`src/rtl/dqs_win_pkg.sv`:
```
package dqs_win_pkg;
  typedef enum logic [1:0] {ST_IDLE, ST_ISSUE, ST_WAIT} state_e;
  typedef enum logic [1:0] {PH_HI_C, PH_HI_F, PH_LO_C, PH_LO_F} phase_e;
endpackage

```
`src/rtl/dqs_lower_bound.sv`:
```
module dqs_lower_bound #(
  parameter int TAP_W = 4
) (
  input  logic [TAP_W-1:0] rd_i,
  output logic [TAP_W-1:0] bnd_o
);
  localparam logic [TAP_W-1:0] REF = TAP_W'(1 << (TAP_W - 1));

  always_comb begin
    if (rd_i <= REF) bnd_o = REF - rd_i;
    else             bnd_o = '0;
  end
endmodule

```
`src/rtl/dqs_tap_pack.sv`:
```
module dqs_tap_pack #(
  parameter int                   TAP_W     = 4,
  parameter logic [2*TAP_W-1:0]   IDLE_BYTE = 8'h74
) (
  input  logic               active_i,
  input  logic               lane_i,
  input  logic [TAP_W-1:0]   coarse_i,
  input  logic [TAP_W-1:0]   fine_i,
  output logic [4*TAP_W-1:0] word_o
);
  logic [2*TAP_W-1:0] probe_byte;
  assign probe_byte = {coarse_i, fine_i};

  always_comb begin
    if (!active_i)   word_o = {IDLE_BYTE, IDLE_BYTE};
    else if (lane_i) word_o = {probe_byte, IDLE_BYTE};
    else             word_o = {IDLE_BYTE, probe_byte};
  end
endmodule

```
`src/rtl/dqs_window_search.sv`:
```
module dqs_window_search
  import dqs_win_pkg::*;
#(
  parameter int                 TAP_W      = 4,
  parameter int                 HI_C_START = 7,
  parameter int                 LO_C_START = 6,
  parameter logic [2*TAP_W-1:0] IDLE_BYTE  = 8'h74
) (
  input  logic               clk_i,
  input  logic               rst_ni,
  input  logic               start_i,
  input  logic [TAP_W-1:0]   dll_coarse_i,
  input  logic [TAP_W-1:0]   dll_fine_i,
  output logic               test_req_o,
  output logic [4*TAP_W-1:0] tap_word_o,
  input  logic               test_done_i,
  input  logic               test_pass_i,
  output logic               busy_o,
  output logic               done_o,
  output logic [2*TAP_W-1:0] hi_coarse_o,
  output logic [2*TAP_W-1:0] hi_fine_o,
  output logic [2*TAP_W-1:0] lo_coarse_o,
  output logic [2*TAP_W-1:0] lo_fine_o
);
  localparam int            CW    = TAP_W + 1;
  localparam int            LANES = 2;
  localparam logic [CW-1:0] T_MAX = CW'((1 << TAP_W) - 1);
  localparam logic [CW-1:0] T_OVF = CW'(1 << TAP_W);
  localparam logic [CW-1:0] T_HC0 = CW'(HI_C_START);
  localparam logic [CW-1:0] T_LC0 = CW'(LO_C_START);

  state_e             st_q;
  phase_e             ph_q;
  logic               lane_q;
  logic               done_q;
  logic [CW-1:0]      t_q;
  logic [TAP_W-1:0]   dllc_q, dllf_q;
  logic [CW-1:0]      hic_q [LANES];
  logic [CW-1:0]      loc_q [LANES];
  logic [TAP_W-1:0]   hif_q [LANES];
  logic [TAP_W-1:0]   lof_q [LANES];

  // bounds from captured loop readings
  logic [TAP_W-1:0] bnd_c, bnd_f;
  dqs_lower_bound #(.TAP_W(TAP_W)) u_bnd_c (.rd_i(dllc_q), .bnd_o(bnd_c));
  dqs_lower_bound #(.TAP_W(TAP_W)) u_bnd_f (.rd_i(dllf_q), .bnd_o(bnd_f));
  logic [CW-1:0] bc_x, bf_x;
  assign bc_x = {1'b0, bnd_c};
  assign bf_x = {1'b0, bnd_f};

  // probe setting
  logic [TAP_W-1:0] cur_c, cur_f;
  always_comb begin
    case (ph_q)
      PH_HI_C: begin cur_c = t_q[TAP_W-1:0];             cur_f = T_MAX[TAP_W-1:0]; end
      PH_HI_F: begin cur_c = hic_q[lane_q][TAP_W-1:0];   cur_f = t_q[TAP_W-1:0];   end
      PH_LO_C: begin cur_c = t_q[TAP_W-1:0];             cur_f = '0;               end
      default: begin cur_c = loc_q[lane_q][TAP_W-1:0];   cur_f = t_q[TAP_W-1:0];   end
    endcase
  end

  dqs_tap_pack #(.TAP_W(TAP_W), .IDLE_BYTE(IDLE_BYTE)) u_pack (
    .active_i (st_q != ST_IDLE),
    .lane_i   (lane_q),
    .coarse_i (cur_c),
    .fine_i   (cur_f),
    .word_o   (tap_word_o)
  );

  // step decision on a tester answer
  logic [CW-1:0] t_inc, t_dec, t_next;
  logic          ph_end;
  assign t_inc = t_q + CW'(1);
  assign t_dec = t_q - CW'(1);

  always_comb begin
    ph_end = 1'b0;
    t_next = t_q;
    case (ph_q)
      PH_HI_C: begin
        if (!test_pass_i) ph_end = 1'b1;
        else begin t_next = t_inc; ph_end = (t_q == T_MAX); end
      end
      PH_HI_F: begin
        if (!test_pass_i || t_q == T_MAX) ph_end = 1'b1;
        else t_next = t_inc;
      end
      PH_LO_C: begin
        if (!test_pass_i || t_q == bc_x) ph_end = 1'b1;
        else begin t_next = t_dec; ph_end = (t_dec < bc_x); end
      end
      default: begin
        if (!test_pass_i) begin t_next = t_inc; ph_end = 1'b1; end
        else if (t_q == bf_x) ph_end = 1'b1;
        else begin t_next = t_dec; ph_end = (t_dec < bf_x); end
      end
    endcase
  end

  logic [CW-1:0] hf_store;
  logic          hf_wrap;
  assign hf_store = test_pass_i ? t_q : t_dec;
  assign hf_wrap  = !test_pass_i && (t_q == '0);

  always_ff @(posedge clk_i or negedge rst_ni) begin
    if (!rst_ni) begin
      st_q   <= ST_IDLE;
      ph_q   <= PH_HI_C;
      lane_q <= 1'b0;
      done_q <= 1'b0;
      t_q    <= '0;
      dllc_q <= '0;
      dllf_q <= '0;
      for (int l = 0; l < LANES; l++) begin
        hic_q[l] <= '0;
        loc_q[l] <= '0;
        hif_q[l] <= '0;
        lof_q[l] <= '0;
      end
    end else begin
      done_q <= 1'b0;
      case (st_q)
        ST_IDLE: if (start_i) begin
          st_q   <= ST_ISSUE;
          ph_q   <= PH_HI_C;
          lane_q <= 1'b0;
          t_q    <= T_HC0;
          dllc_q <= dll_coarse_i;
          dllf_q <= dll_fine_i;
        end
        ST_ISSUE: st_q <= ST_WAIT;
        default: if (test_done_i) begin
          st_q <= ST_ISSUE;
          if (!ph_end) t_q <= t_next;
          else begin
            case (ph_q)
              PH_HI_C: begin
                hic_q[lane_q] <= t_next;
                ph_q <= PH_HI_F;
                t_q  <= '0;
              end
              PH_HI_F: begin
                if (hf_wrap) begin
                  hic_q[lane_q] <= hic_q[lane_q] - CW'(1);
                  hif_q[lane_q] <= T_MAX[TAP_W-1:0];
                end else hif_q[lane_q] <= hf_store[TAP_W-1:0];
                ph_q <= PH_LO_C;
                t_q  <= T_LC0;
              end
              PH_LO_C: begin
                loc_q[lane_q] <= t_next;
                ph_q <= PH_LO_F;
                t_q  <= T_MAX;
              end
              default: begin
                if (t_next == T_OVF) begin
                  loc_q[lane_q] <= loc_q[lane_q] + CW'(1);
                  lof_q[lane_q] <= '0;
                end else lof_q[lane_q] <= t_next[TAP_W-1:0];
                ph_q <= PH_HI_C;
                if (lane_q) begin
                  st_q   <= ST_IDLE;
                  done_q <= 1'b1;
                  lane_q <= 1'b0;
                end else begin
                  lane_q <= 1'b1;
                  t_q    <= T_HC0;
                end
              end
            endcase
          end
        end
      endcase
    end
  end

  assign test_req_o = (st_q == ST_ISSUE);
  assign busy_o     = (st_q != ST_IDLE);
  assign done_o     = done_q;

  for (genvar l = 0; l < LANES; l++) begin : g_res
    assign hi_coarse_o[l*TAP_W +: TAP_W] = hic_q[l][TAP_W-1:0];
    assign hi_fine_o  [l*TAP_W +: TAP_W] = hif_q[l];
    assign lo_coarse_o[l*TAP_W +: TAP_W] = loc_q[l][TAP_W-1:0];
    assign lo_fine_o  [l*TAP_W +: TAP_W] = lof_q[l];
  end

  AST_REQ_PULSE: assert property (@(posedge clk_i) disable iff (!rst_ni)
    test_req_o |=> !test_req_o);
  AST_TAP_HOLD: assert property (@(posedge clk_i) disable iff (!rst_ni)
    (st_q == ST_WAIT && !test_done_i) |=> $stable(tap_word_o));
  AST_DONE_PULSE: assert property (@(posedge clk_i) disable iff (!rst_ni)
    done_o |=> !done_o);
  AST_DONE_IDLE: assert property (@(posedge clk_i) disable iff (!rst_ni)
    done_o |-> !busy_o);
  AST_LANE_ORDER: assert property (@(posedge clk_i) disable iff (!rst_ni)
    $fell(lane_q) |-> done_o);
  AST_FINE_RANGE: assert property (@(posedge clk_i) disable iff (!rst_ni)
    (busy_o && ph_q == PH_LO_F) |-> (t_q <= T_MAX));
endmodule

```
`config.mk`:
```
export PLATFORM = sky130hd
export DESIGN_NAME = dqs_window_search
export DESIGN_NICKNAME = d
export VERILOG_FILES = /design/src/rtl/dqs_win_pkg.sv /design/src/rtl/dqs_lower_bound.sv /design/src/rtl/dqs_tap_pack.sv /design/src/rtl/dqs_window_search.sv
export SDC_FILE = /design/constraint.sdc
export NUM_CORES = 1
export LEC_CHECK = 0
export CAP_MARGIN = 20
export CELL_PAD_IN_SITES_DETAIL_PLACEMENT = 1
export CELL_PAD_IN_SITES_GLOBAL_PLACEMENT = 2
export CORE_UTILIZATION = 27
export DETAILED_ROUTE_END_ITERATION = 8
export HOLD_SLACK_MARGIN = 0.06
export PLACE_DENSITY = 0.8
export SLEW_MARGIN = 20
export SYNTH_ARGS = -nofsm -noshare
export SYNTH_HDL_FRONTEND = slang
export SYNTH_SLANG_ARGS = --single-unit
```
`constraint.sdc`:
```
create_clock -name clk_i -period 7.74 [get_ports clk_i]
set_input_delay 1.161 -clock clk_i [delete_from_list [all_inputs] [get_ports clk_i]]
set_output_delay 1.161 -clock clk_i [all_outputs]
set_load 0.02 [all_outputs]
```
==> results of run 1 <==
[worst paths after layout]
kind	startpoint	to	slack, ns	cells after the start
setup / recovery	test_pass_i	lo_coarse_o[6]	3.10	10
hold / removal	lo_fine_o[0]	lo_fine_o[0]	0.48	2
setup reg to reg	t_q[0]	hi_fine_o[2]	3.39	12
hold reg to reg	lo_fine_o[0]	lo_fine_o[0]	0.48	2
max in group asynchronous	rst_ni	dllc_q[0]	6.29	2
min in group asynchronous	rst_ni	hi_coarse_o[4]	0.98	2
[layout make-up]
cell class                 instances  area, um^2
timing repair buffer              67         656
clock buffer                       6         129
multi-input combinational        355        2520
sequential                        51        1280
fill                            1710        9620
inverter                          23        86.3
clock inverter                     2        16.3
tap                              184         230
[cell usage in the layout, fill, tap and decap left out, types with 3 or more instances in the layout]
cell and n:
ha_1 22, o21ai_1 3, mux2_2 27, inv_1 20, mux2i_1 12, nand2b_1 6, o21ai_0 25, or3_1 3
nand3_1 8, a31o_2 6, o31ai_1 6, nor2b_1 3, nor4b_1 4, dfrtp_1 51, a21oi_1 18, buf_4 4
o221ai_1 3, nand2_1 58, and3_1 4, xor2_1 5, a41oi_1 3, nor3b_1 3, clkdlybuf4s50_1 62, clkbuf_16 5
a21o_1 5, nor2_1 37, nor4_1 6, a211o_1 3, a31oi_1 7, nor3_1 15, nand4_1 3, xnor2_1 9
[state kept, by name (all words and copies together) (netlist names)]
name	cells
dllc_q	4
dllf_q	4
done_o	1
hi_coarse_o	8
lo_coarse_o	8
ph_q	2
hi_fine_o	8
st_q	2
lane_q	1
t_q	5
lo_fine_o	8
[stage by stage]
stage                     hold slack (ns)  worst slack, ns
after global routing                0.534             2.81
after detailed placement            0.474             2.84
after floorplan                     0.528             4.23
after global placement              0.477             3.00
after CTS                           0.491             3.15
final                               0.483             3.10
[routing by layer]
layer,GRT usage [%],vias up,wire (um)
li1,-,1737,-
met1,23.9,1854,6310
met2,28.0,78,6050
met3,2.02,13,458
met4,4.04,0,186
met5,0,-,0
[kinds of logic (layout without fill, tap and decap cells)]
kind of cell / after synthesis / in the layout / synth area share (%)
flip-flops: 51 / 51 / 31.6
XOR/XNOR: 16 / 16 / 3.85
AND/OR/NAND/NOR: 166 / 166 / 20.4
AO/OA/AOI/OAI: 108 / 108 / 19.4
multiplexers: 43 / 43 / 11.8
adder cells (fa/ha/maj): 22 / 22 / 6.82
buffers and inverters: 48 / 98 / 6.08
[where the power goes]
part / internal, mW / switching (mW)
Sequential: 0.345 / 0.121
Combinational: 0.595 / 0.944
Clock: 0.121 / 0.106
[tightest hold or removal path, delay by kind of cell (launching register included)]
family	cells	cell delay, ns
DFF	1	0.35
AOI/OAI and AO/OA	1	0.06
and+or+nand+nor	1	0.05
==> reports/metrics.yaml, run 1 <==
routing:
  post_drt_via_cell_ratio: 5.35
  wl_per_cell_um: 18.9
  totalWireLength_um: 13000
  vias: 3682
  drc: 0
  drtAntennaViolNets: 0
  first_pass_iters: 4
  drt-initial-drc-count: 207
sta:
  relSlewSlack_pct: 33.6
  setup_viol: 0
  rsz0062_at_grt: "no"
  hold_viol: 0
  period_minus_slack_ns: 4.64
  fmax_mhz: 216
  period_share_pct: 59.9
  fin_setup_tns_ns: 0
  worst_pin_slew_ns: 0.993
  slew_viol_final: 0
  skew_ns: 0.00639
grt:
  grt_pass1_wl_um: 21400
  grt_pass1_vias: 3828
  antenna_found_initial: 0
  overflow: 0
  grt_max_degree: 52
  grt_usage_pct: 17.1
worst_setup_path:
  path_cells: "clkdlybuf4s50_1 -> nor2b_1 -> mux2i_1 -> o221ai_1 -> a31o_2 -> o21ai_1 -> a221oi_2 -> o41ai_4 -> and3_2 -> a211o_1"
  end_kind: "register"
  cp-start-kind: "primary input"
  critPathTopFamily: "compound AO/OA/AOI/OAI gates"
  criticalPathCategory: "primary input to register"
  worst_path_max_delay_cell: "clkdlybuf4s50_1"
  crit_required_ns: 7.93
  crit_path_max_incr_delay_ns: 1.12
  crit_fanout: 28
  worstPathArrival_ns: 4.83
  path_buf_inv: 1
clock_network:
  post_cts_buffers: 0
  clk_path_buf_depth: 2
  clk_latency_ns: 0.30
  clock_sinks: 51
  cts_max_level: 2
  cts_inserted_buffers: 5
  cts-hold-fix-buffers: 0
  clkTransAtPathRegs_ns: 0.07
  ctsResizeCount: 0
  cts_tree: "built"
  cts_root_buf: "clkbuf_16"
place:
  placed_area_um2: 4760
  dp_hpwl_um: 9820
  dpl.cell_count: 680
  place_congestion: 0.923
  portBuffers: 63
power_and_ir_drop:
  irDropWorstVdd_mv: 0.129
  finalPower_mw: 2.23
  power.leakage_nw: 2.07
  p_per_area_nw_per_um2: 455
final_layout:
  antenna_cells: 0
  drive_above_1_share_pct: 14.5
  fin_util_pct: 33.8
  layout.nets: 538
  final_area_um2: 4910
  final_cells: 688
  syn_to_final_growth_pct: 21.7
synth:
  async_flop_share_pct: 100
  synth_most_common_cell: "nand2_1"
  synth_area_leaders: "dfrtp_1 (32%), mux2_2 (7.5%), ha_1 (6.8%)"
  synth_common_cells: "nand2_1 (58), dfrtp_1 (51), nor2_1 (38)"
  yosysTopAreaCell: "dfrtp_1"
  synth-seq-cells: 51
  yosysWarnings: 0
  synth_top_area_share_pct: 31.6
  syn_avg_cell_area_um2: 8.89
  syn_inst: 454
  syn_nets: 489
  seq_area_frac_synth_pct: 31.6
  synth_edf_count: 0
  synth_cell_types: 77
  synth_area_um2: 4040
  synth_flop_cell: "dfrtp_1"
floorplan:
  die_height_um: 124
  die_width_um: 124
  core_area_um2: 14500
  dieArea_um2: 15400
  start_util_pct: 27.8
  io_pins: 64
  rows: 44
outcome:
  status: "completed"
job:
  max_cap_viol_count: 0
min_path:
  min_path_type: "register to register"
Power figures use the tool's default switching activity.
==> inputs of run 2 (changes only) <==
==> constraint.sdc (replaced) <==
create_clock -name clk_i -period 4.85 [get_ports clk_i]
set_input_delay 0.7275 -clock clk_i [delete_from_list [all_inputs] [get_ports clk_i]]
set_output_delay 0.7275 -clock clk_i [all_outputs]
set_load 0.02 [all_outputs]
==> reports/metrics.yaml, run 2 (synthesis gave the netlist of run 1 again) <==
sta:
  rsz0062_at_grt: "no"  # unchanged
  skew_ns: 0.0119  # was 0.00639 ns
  relSlewSlack_pct: 29.7  # was 33.6%
  hold_viol: 0  # unchanged
  period_minus_slack_ns: 3.87
  fmax_mhz: 259
  fin_setup_tns_ns: 0  # unchanged
  worst_pin_slew_ns: 1.05  # was 0.993 ns
  slew_viol_final: 0  # unchanged
  period_share_pct: 79.7
  setup_viol: 0  # unchanged
place:
  portBuffers: 63  # unchanged
  dp_hpwl_um: 10000  # was 9820 um
  place_congestion: 0.865  # was 0.923
  placed_area_um2: 4810  # was 4760 um^2
final_layout:
  fillers: 1709  # was 1710
  layout_commonest_cell: "clkdlybuf4s50_1"  # unchanged
  drive_above_1_share_pct: 15.5  # was 14.5%
  seqCellArea_um2: 1280  # unchanged
  final_area_um2: 4980  # was 4910 um^2
  final_cell_mix: "clkdlybuf4s50_1 (62), nand2_1 (58), dfrtp_1 (51)"  # unchanged
  multiInputGateArea_um2: 2510  # was 2520 um^2
  antenna_cells: 0  # unchanged
  layout.nets: 545  # was 538
  fin_util_pct: 34.3  # was 33.8%
  syn_to_final_growth_pct: 23.5  # was 21.7%
min_path:
  min_path_cells: 2  # unchanged
  holdPathEnd: "lo_fine_o[0]"  # unchanged
  min_path_type: "register to register"  # unchanged
  min_from: "lo_fine_o[0]"  # unchanged
routing:
  post_drt_via_cell_ratio: 5.34  # was 5.35
  wl_per_cell_um: 18.6  # was 18.9 um
  vias: 3709  # was 3682
  drt-initial-drc-count: 162  # was 207
  drtAntennaViolNets: 0  # unchanged
  totalWireLength_um: 12900  # was 13000 um
  first_pass_iters: 4  # unchanged
  drc: 0  # unchanged
worst_setup_path:
  rrSetupSlack_ns: 0.98  # was 3.39 ns
  cp-start-kind: "register"  # was primary input
  crit_required_ns: 5.03  # was 7.93 ns
  worstPathArrival_ns: 4.05  # was 4.83 ns
  crit_path_max_incr_delay_ns: 0.59  # was 1.12 ns
  path_buf_inv: 2  # was 1
  path_cells: "buf_4 -> ha_1 -> and3_1 -> ha_1 -> nor2b_1 -> mux2i_1 -> o221ai_1 -> a31o_2 -> a31oi_1 -> a221oi_2 -> buf_4 -> o41ai_4 -> nand2_2 -> mux2_1"  # was clkdlybuf4s50_1 -> nor2b_1 -> mux2i_1 -> o221ai_1 -> a31o_2 -> o21ai_1 -> a221oi_2 -> o41ai_4 -> and3_2 -> a211o_1
  worstReg2RegStart: "t_q[0]"  # unchanged
  end_kind: "register"  # unchanged
  criticalPathCategory: "register to register"  # was primary input to register
  critPathTopFamily: "compound AO/OA/AOI/OAI gates"  # unchanged
  r2r-end: "lo_coarse_o[1]"  # was hi_fine_o[2]
  ff2ff_path_depth: 14  # was 12
  startpoint: "t_q[0]"  # was test_pass_i
  crit_fanout: 14  # was 28
  worst_path_max_delay_cell: "o41ai_4"  # was clkdlybuf4s50_1
floorplan:
  rows: 44  # unchanged
  dieArea_um2: 15400  # unchanged
  core_area_um2: 14500  # unchanged
  io_pins: 64  # unchanged
  die_height_um: 124  # unchanged
  start_util_pct: 27.8  # unchanged
  die_width_um: 124  # unchanged
power_and_ir_drop:
  p_per_area_nw_per_um2: 735  # was 455 nW/um^2
  power.leakage_nw: 2.12  # was 2.07 nW
  finalPower_mw: 3.66  # was 2.23 mW
  irDropWorstVdd_mv: 0.292  # was 0.129 mV
clock_network:
  cts_root_buf: "clkbuf_16"  # unchanged
  cts_max_level: 2  # unchanged
  clock_sinks: 51  # unchanged
  cts_inserted_buffers: 5  # unchanged
  ctsResizeCount: 0  # unchanged
  cts-hold-fix-buffers: 0  # unchanged
  clk_path_buf_depth: 2  # unchanged
  clk_latency_ns: 0.30  # about the same
  clkTransAtPathRegs_ns: 0.07  # about the same
  post_cts_buffers: 0  # unchanged
  cts_tree: "built"  # unchanged
grt:
  antenna_found_initial: 0  # unchanged
  grt_pass1_vias: 3846  # was 3828
  grt_pass1_wl_um: 21400  # about the same
  grt_max_degree: 52  # unchanged
  overflow: 0  # unchanged
  grt_usage_pct: 17.2  # was 17.1%
job:
  max_cap_viol_count: 0  # unchanged
outcome:
  status: "completed"  # unchanged
run 2: cell types whose count changed in the layout (fill, tap and decap cells not counted):
cell,change
buf_4,+7
bufinv_16,+1
clkinvlp_4,-1
nor2_1,+1
nor2_2,-1
run 2: layout make-up:
| type | count | area share (%) |
|---|---|---|
| inverter | 23 | 1.73 |
| tap | 184 | 4.62 |
| multi-input combinational | 355 | 50.5 |
| clock buffer | 6 | 2.59 |
| timing repair buffer | 74 | 14.2 |
| clock inverter | 2 | 0.779 |
| sequential | 51 | 25.6 |
run 2: routing by layer:
metal,wire (um),up-vias,global-route usage (%)
met2,6010,86,27.3
met3,732,12,2.88
met4,163,0,4.11
li1,-,1761,-
met5,0,-,0
met1,6030,1850,24.2
run 2: worst max-delay path by stage:
stage	endpoint	slack, ns	cells past startpoint
2_1_floorplan	hi_fine_o[0]	1.50	14
3_3_place_gp	lo_coarse_o[3]	0.88	11
3_5_place_dp	lo_coarse_o[3]	0.75	11
4_1_cts	hi_fine_o[2]	0.99	11
5_1_grt	hi_fine_o[2]	0.70	11
6_report	lo_coarse_o[1]	0.98	14
run 2: worst min-delay path: cells and delay by family, from the launching register on:
family             cells  cell delay, ns
and+or+nand+nor        1            0.05
DFF                    1            0.35
AOI/OAI and AO/OA      1            0.06
run 2: power breakdown:
part           leakage, nW  switching [mW]  internal (mW)
Sequential           0.663           0.161          0.552
Combinational         1.38            1.54          0.995
Clock               0.0815           0.165          0.246
Total                 2.12            1.87           1.79
run 2: per-stage QoR:
| step | setup slack (ns) | std cells | hold slack, ns |
|---|---|---|---|
| floorplan | 1.50 | 454 | 0.432 |
| global placement | 0.877 | 687 | 0.474 |
| detailed placement | 0.748 | 687 | 0.481 |
| CTS | 0.985 | 695 | 0.499 |
| global route | 0.698 | 695 | 0.525 |
| finish | 0.983 | 695 | 0.490 |
==> inputs of run 3 (changes only) <==
--- a/config.mk
+++ b/config.mk
@@ -11,7 +11,7 @@
 export CORE_UTILIZATION = 27
 export DETAILED_ROUTE_END_ITERATION = 8
 export HOLD_SLACK_MARGIN = 0.06
-export PLACE_DENSITY = 0.8
+export PLACE_DENSITY = 0.83
 export SLEW_MARGIN = 20
 export SYNTH_ARGS = -nofsm -noshare
 export SYNTH_HDL_FRONTEND = slang
==> constraint.sdc (replaced) <==
create_clock -name clk_i -period 3.2 [get_ports clk_i]
set_input_delay 0.48 -clock clk_i [delete_from_list [all_inputs] [get_ports clk_i]]
set_output_delay 0.48 -clock clk_i [all_outputs]
set_load 0.02 [all_outputs]
==> reports/metrics.yaml, run 3 (synthesis gave the netlist of run 1 again) <==
job:
  max_cap_viol_count: 0  # unchanged
clock_network:
  cts_tree: "built"  # unchanged
  clock_sinks: 51  # unchanged
  clk_latency_ns: 0.30  # about the same
  clk_path_buf_depth: 2  # unchanged
  cts-hold-fix-buffers: 0  # unchanged
  cts_inserted_buffers: 5  # unchanged
  cts_root_buf: "clkbuf_16"  # unchanged
  cts_max_level: 2  # unchanged
  clkTransAtPathRegs_ns: 0.08  # was 0.07 ns
power_and_ir_drop:
  power.leakage_nw: 2.69  # was 2.12 nW
  internal_power_mw: 3.78  # was 1.79 mW
  p_per_area_nw_per_um2: 1200  # was 735 nW/um^2
  seqPwrFrac_pct: 13.8  # was 19.5%
  p_sw_mw: 3.65  # was 1.87 mW
  swShare_pct: 49.1  # was 51.0%
  p_comb_share_pct: 78.6  # was 69.3%
  irDropWorstVdd_mv: 0.422  # was 0.292 mV
  pwr-share-clk_pct: 7.6  # was 11.2%
final_layout:
  layout.nets: 640  # was 545
  final_cells: 790  # was 695
  drive_above_1_share_pct: 38.1  # was 15.5%
  layout_commonest_cell: "buf_4"  # was clkdlybuf4s50_1
  final_cell_mix: "buf_4 (95), clkdlybuf4s50_1 (62), nand2_1 (53)"  # was clkdlybuf4s50_1 (62), nand2_1 (58), dfrtp_1 (51)
  antenna_cells: 0  # unchanged
  fillers: 1673  # was 1709
  multiInputGateArea_um2: 2980  # was 2510 um^2
  fin_util_pct: 42.6  # was 34.3%
  syn_to_final_growth_pct: 53.5  # was 23.5%
  seqCellArea_um2: 1280  # unchanged
grt:
  antenna_found_initial: 0  # unchanged
  grt_pass1_vias: 4277  # was 3846
  grt_max_degree: 52  # unchanged
  grt_pass1_wl_um: 23600  # was 21400 um
  overflow: 0  # unchanged
  grt_usage_pct: 19.1  # was 17.2%
worst_setup_path:
  worstPathArrival_ns: 3.34  # was 4.05 ns
  cp-start-kind: "register"  # unchanged
  crit_path_max_incr_delay_ns: 0.42  # was 0.59 ns
  startpoint: "t_q[0]"  # unchanged
  criticalPathCategory: "register to register"  # unchanged
  crit_fanout: 5  # was 14
  critPathTopFamily: "compound AO/OA/AOI/OAI gates"  # unchanged
  path_cells: "ha_2 -> and3_4 -> ha_4 -> nor2b_2 -> buf_4 -> nand2_1 -> xnor2_1 -> o21ai_2 -> nor2_2 -> a221oi_4 -> o41ai_4 -> buf_4 -> buf_4 -> and3_2 -> a211o_1"  # was buf_4 -> ha_1 -> and3_1 -> ha_1 -> nor2b_1 -> mux2i_1 -> o221ai_1 -> a31o_2 -> a31oi_1 -> a221oi_2 -> buf_4 -> o41ai_4 -> nand2_2 -> mux2_1
  worstReg2RegStart: "t_q[0]"  # unchanged
  ff2ff_path_depth: 15  # was 14
  cpMostUsedCell: "buf_4"
  path_buf_inv: 3  # was 2
  rrSetupSlack_ns: 0.05  # was 0.98 ns
  worst_path_max_delay_cell: "dfrtp_1"  # was o41ai_4
  end_kind: "register"  # unchanged
  r2r-end: "lo_coarse_o[6]"  # was lo_coarse_o[1]
  crit_required_ns: 3.39  # was 5.03 ns
routing:
  vias: 4173  # was 3709
  drtAntennaViolNets: 0  # unchanged
  post_drt_via_cell_ratio: 5.28  # was 5.34
  drt-initial-drc-count: 212  # was 162
  totalWireLength_um: 15400  # was 12900 um
  drc: 0  # unchanged
  first_pass_iters: 4  # unchanged
  wl_per_cell_um: 19.5  # was 18.6 um
sta:
  period_minus_slack_ns: 3.15  # was 3.87 ns
  setup_viol: 0  # unchanged
  slew_viol_final: 0  # unchanged
  relSlewSlack_pct: 54.5  # was 29.7%
  rsz0062_at_grt: "yes"  # was no
  fin_setup_tns_ns: 0  # unchanged
  period_share_pct: 98.6  # was 79.7%
  skew_ns: 0.0101  # was 0.0119 ns
  hold_ws_ns: 0.293  # was 0.490 ns
  worst_pin_slew_ns: 0.682  # was 1.05 ns
  fmax_mhz: 317  # was 259 MHz
  hold_viol: 0  # unchanged
  setup_slack_ns: 0.0462  # was 0.983 ns
min_path:
  min_path_type: "primary input to async pin"  # was register to register
floorplan:
  io_pins: 64  # unchanged
  core_area_um2: 14500  # unchanged
  dieArea_um2: 15400  # unchanged
  die_width_um: 124  # unchanged
  die_height_um: 124  # unchanged
  start_util_pct: 27.8  # unchanged
  rows: 44  # unchanged
place:
  post-place-ws_ns: -0.287  # was 0.748 ns
  dp_hpwl_um: 11500  # was 10000 um
  portBuffers: 63  # unchanged
  place_congestion: 0.905  # was 0.865
  dpl.cell_count: 762  # was 687
outcome:
  status: "completed"  # unchanged
run 3: cell count changes in the layout (fill, tap and decap cells not counted), sizes merged:
| cell | delta |
|---|---|
| buf | +95 |
| bufinv | -1 |
| clkbuf | -1 |
| clkinvlp | +1 |
| inv | +1 |
run 3: timing repair:
item | CTS | global route
resized for setup | 20 | 79
endpoints found under the setup margin | 32 | 45
pin swaps | 11 | 25
buffers inserted | 6 | 15
run 3: area by class of cell:
type | count | area share, %
well taps | 184 | 3.72
multi-input cells | 355 | 48.1
clock inverters | 3 | 0.404
inverters | 23 | 1.39
clock buffers | 5 | 2.02
repair buffers | 169 | 23.8
flip-flops and latches | 51 | 20.6
run 3: worst max-delay path by stage:
stage | endpoint | depth (start not counted) | slack, ns
floorplan | lo_fine_o[1] | 14 | 0.0007
global placement | lo_coarse_o[3] | 12 | -0.18
detailed placement | lo_coarse_o[3] | 12 | -0.29
CTS | hi_coarse_o[3] | 15 | -0.005
global route | lo_coarse_o[6] | 15 | -0.08
finish | lo_coarse_o[6] | 15 | 0.05
run 3: power groups by stage:
stage | logic, mW | registers (mW) | clock network [mW]
floorplan | 2.53 | 1.10 | 0
global placement | 4.54 | 0.998 | 0
detailed placement | 4.69 | 1.02 | 0
CTS | 4.94 | 1.01 | 0.576
global route | 6.21 | 1.05 | 0.598
finish | 5.83 | 1.03 | 0.566
run 3: layer usage:
| layer | GRT usage [%] | vias up | share of wire [%] |
|---|---|---|---|
| li1 | - | 1935 | - |
| met1 | 26.5 | 2117 | 45 |
| met2 | 31.5 | 104 | 50 |
| met3 | 1.98 | 17 | 3.3 |
| met4 | 4.82 | 0 | 1.1 |
| met5 | 0 | - | 0 |
run 3: stage by stage:
stage	power, mW	instance area (um^2)
2_1_floorplan	3.63	4040
3_3_place_gp	5.54	5380
3_5_place_dp	5.71	5380
4_1_cts	6.52	5660
5_1_grt	7.86	6190
6_report	7.42	6190
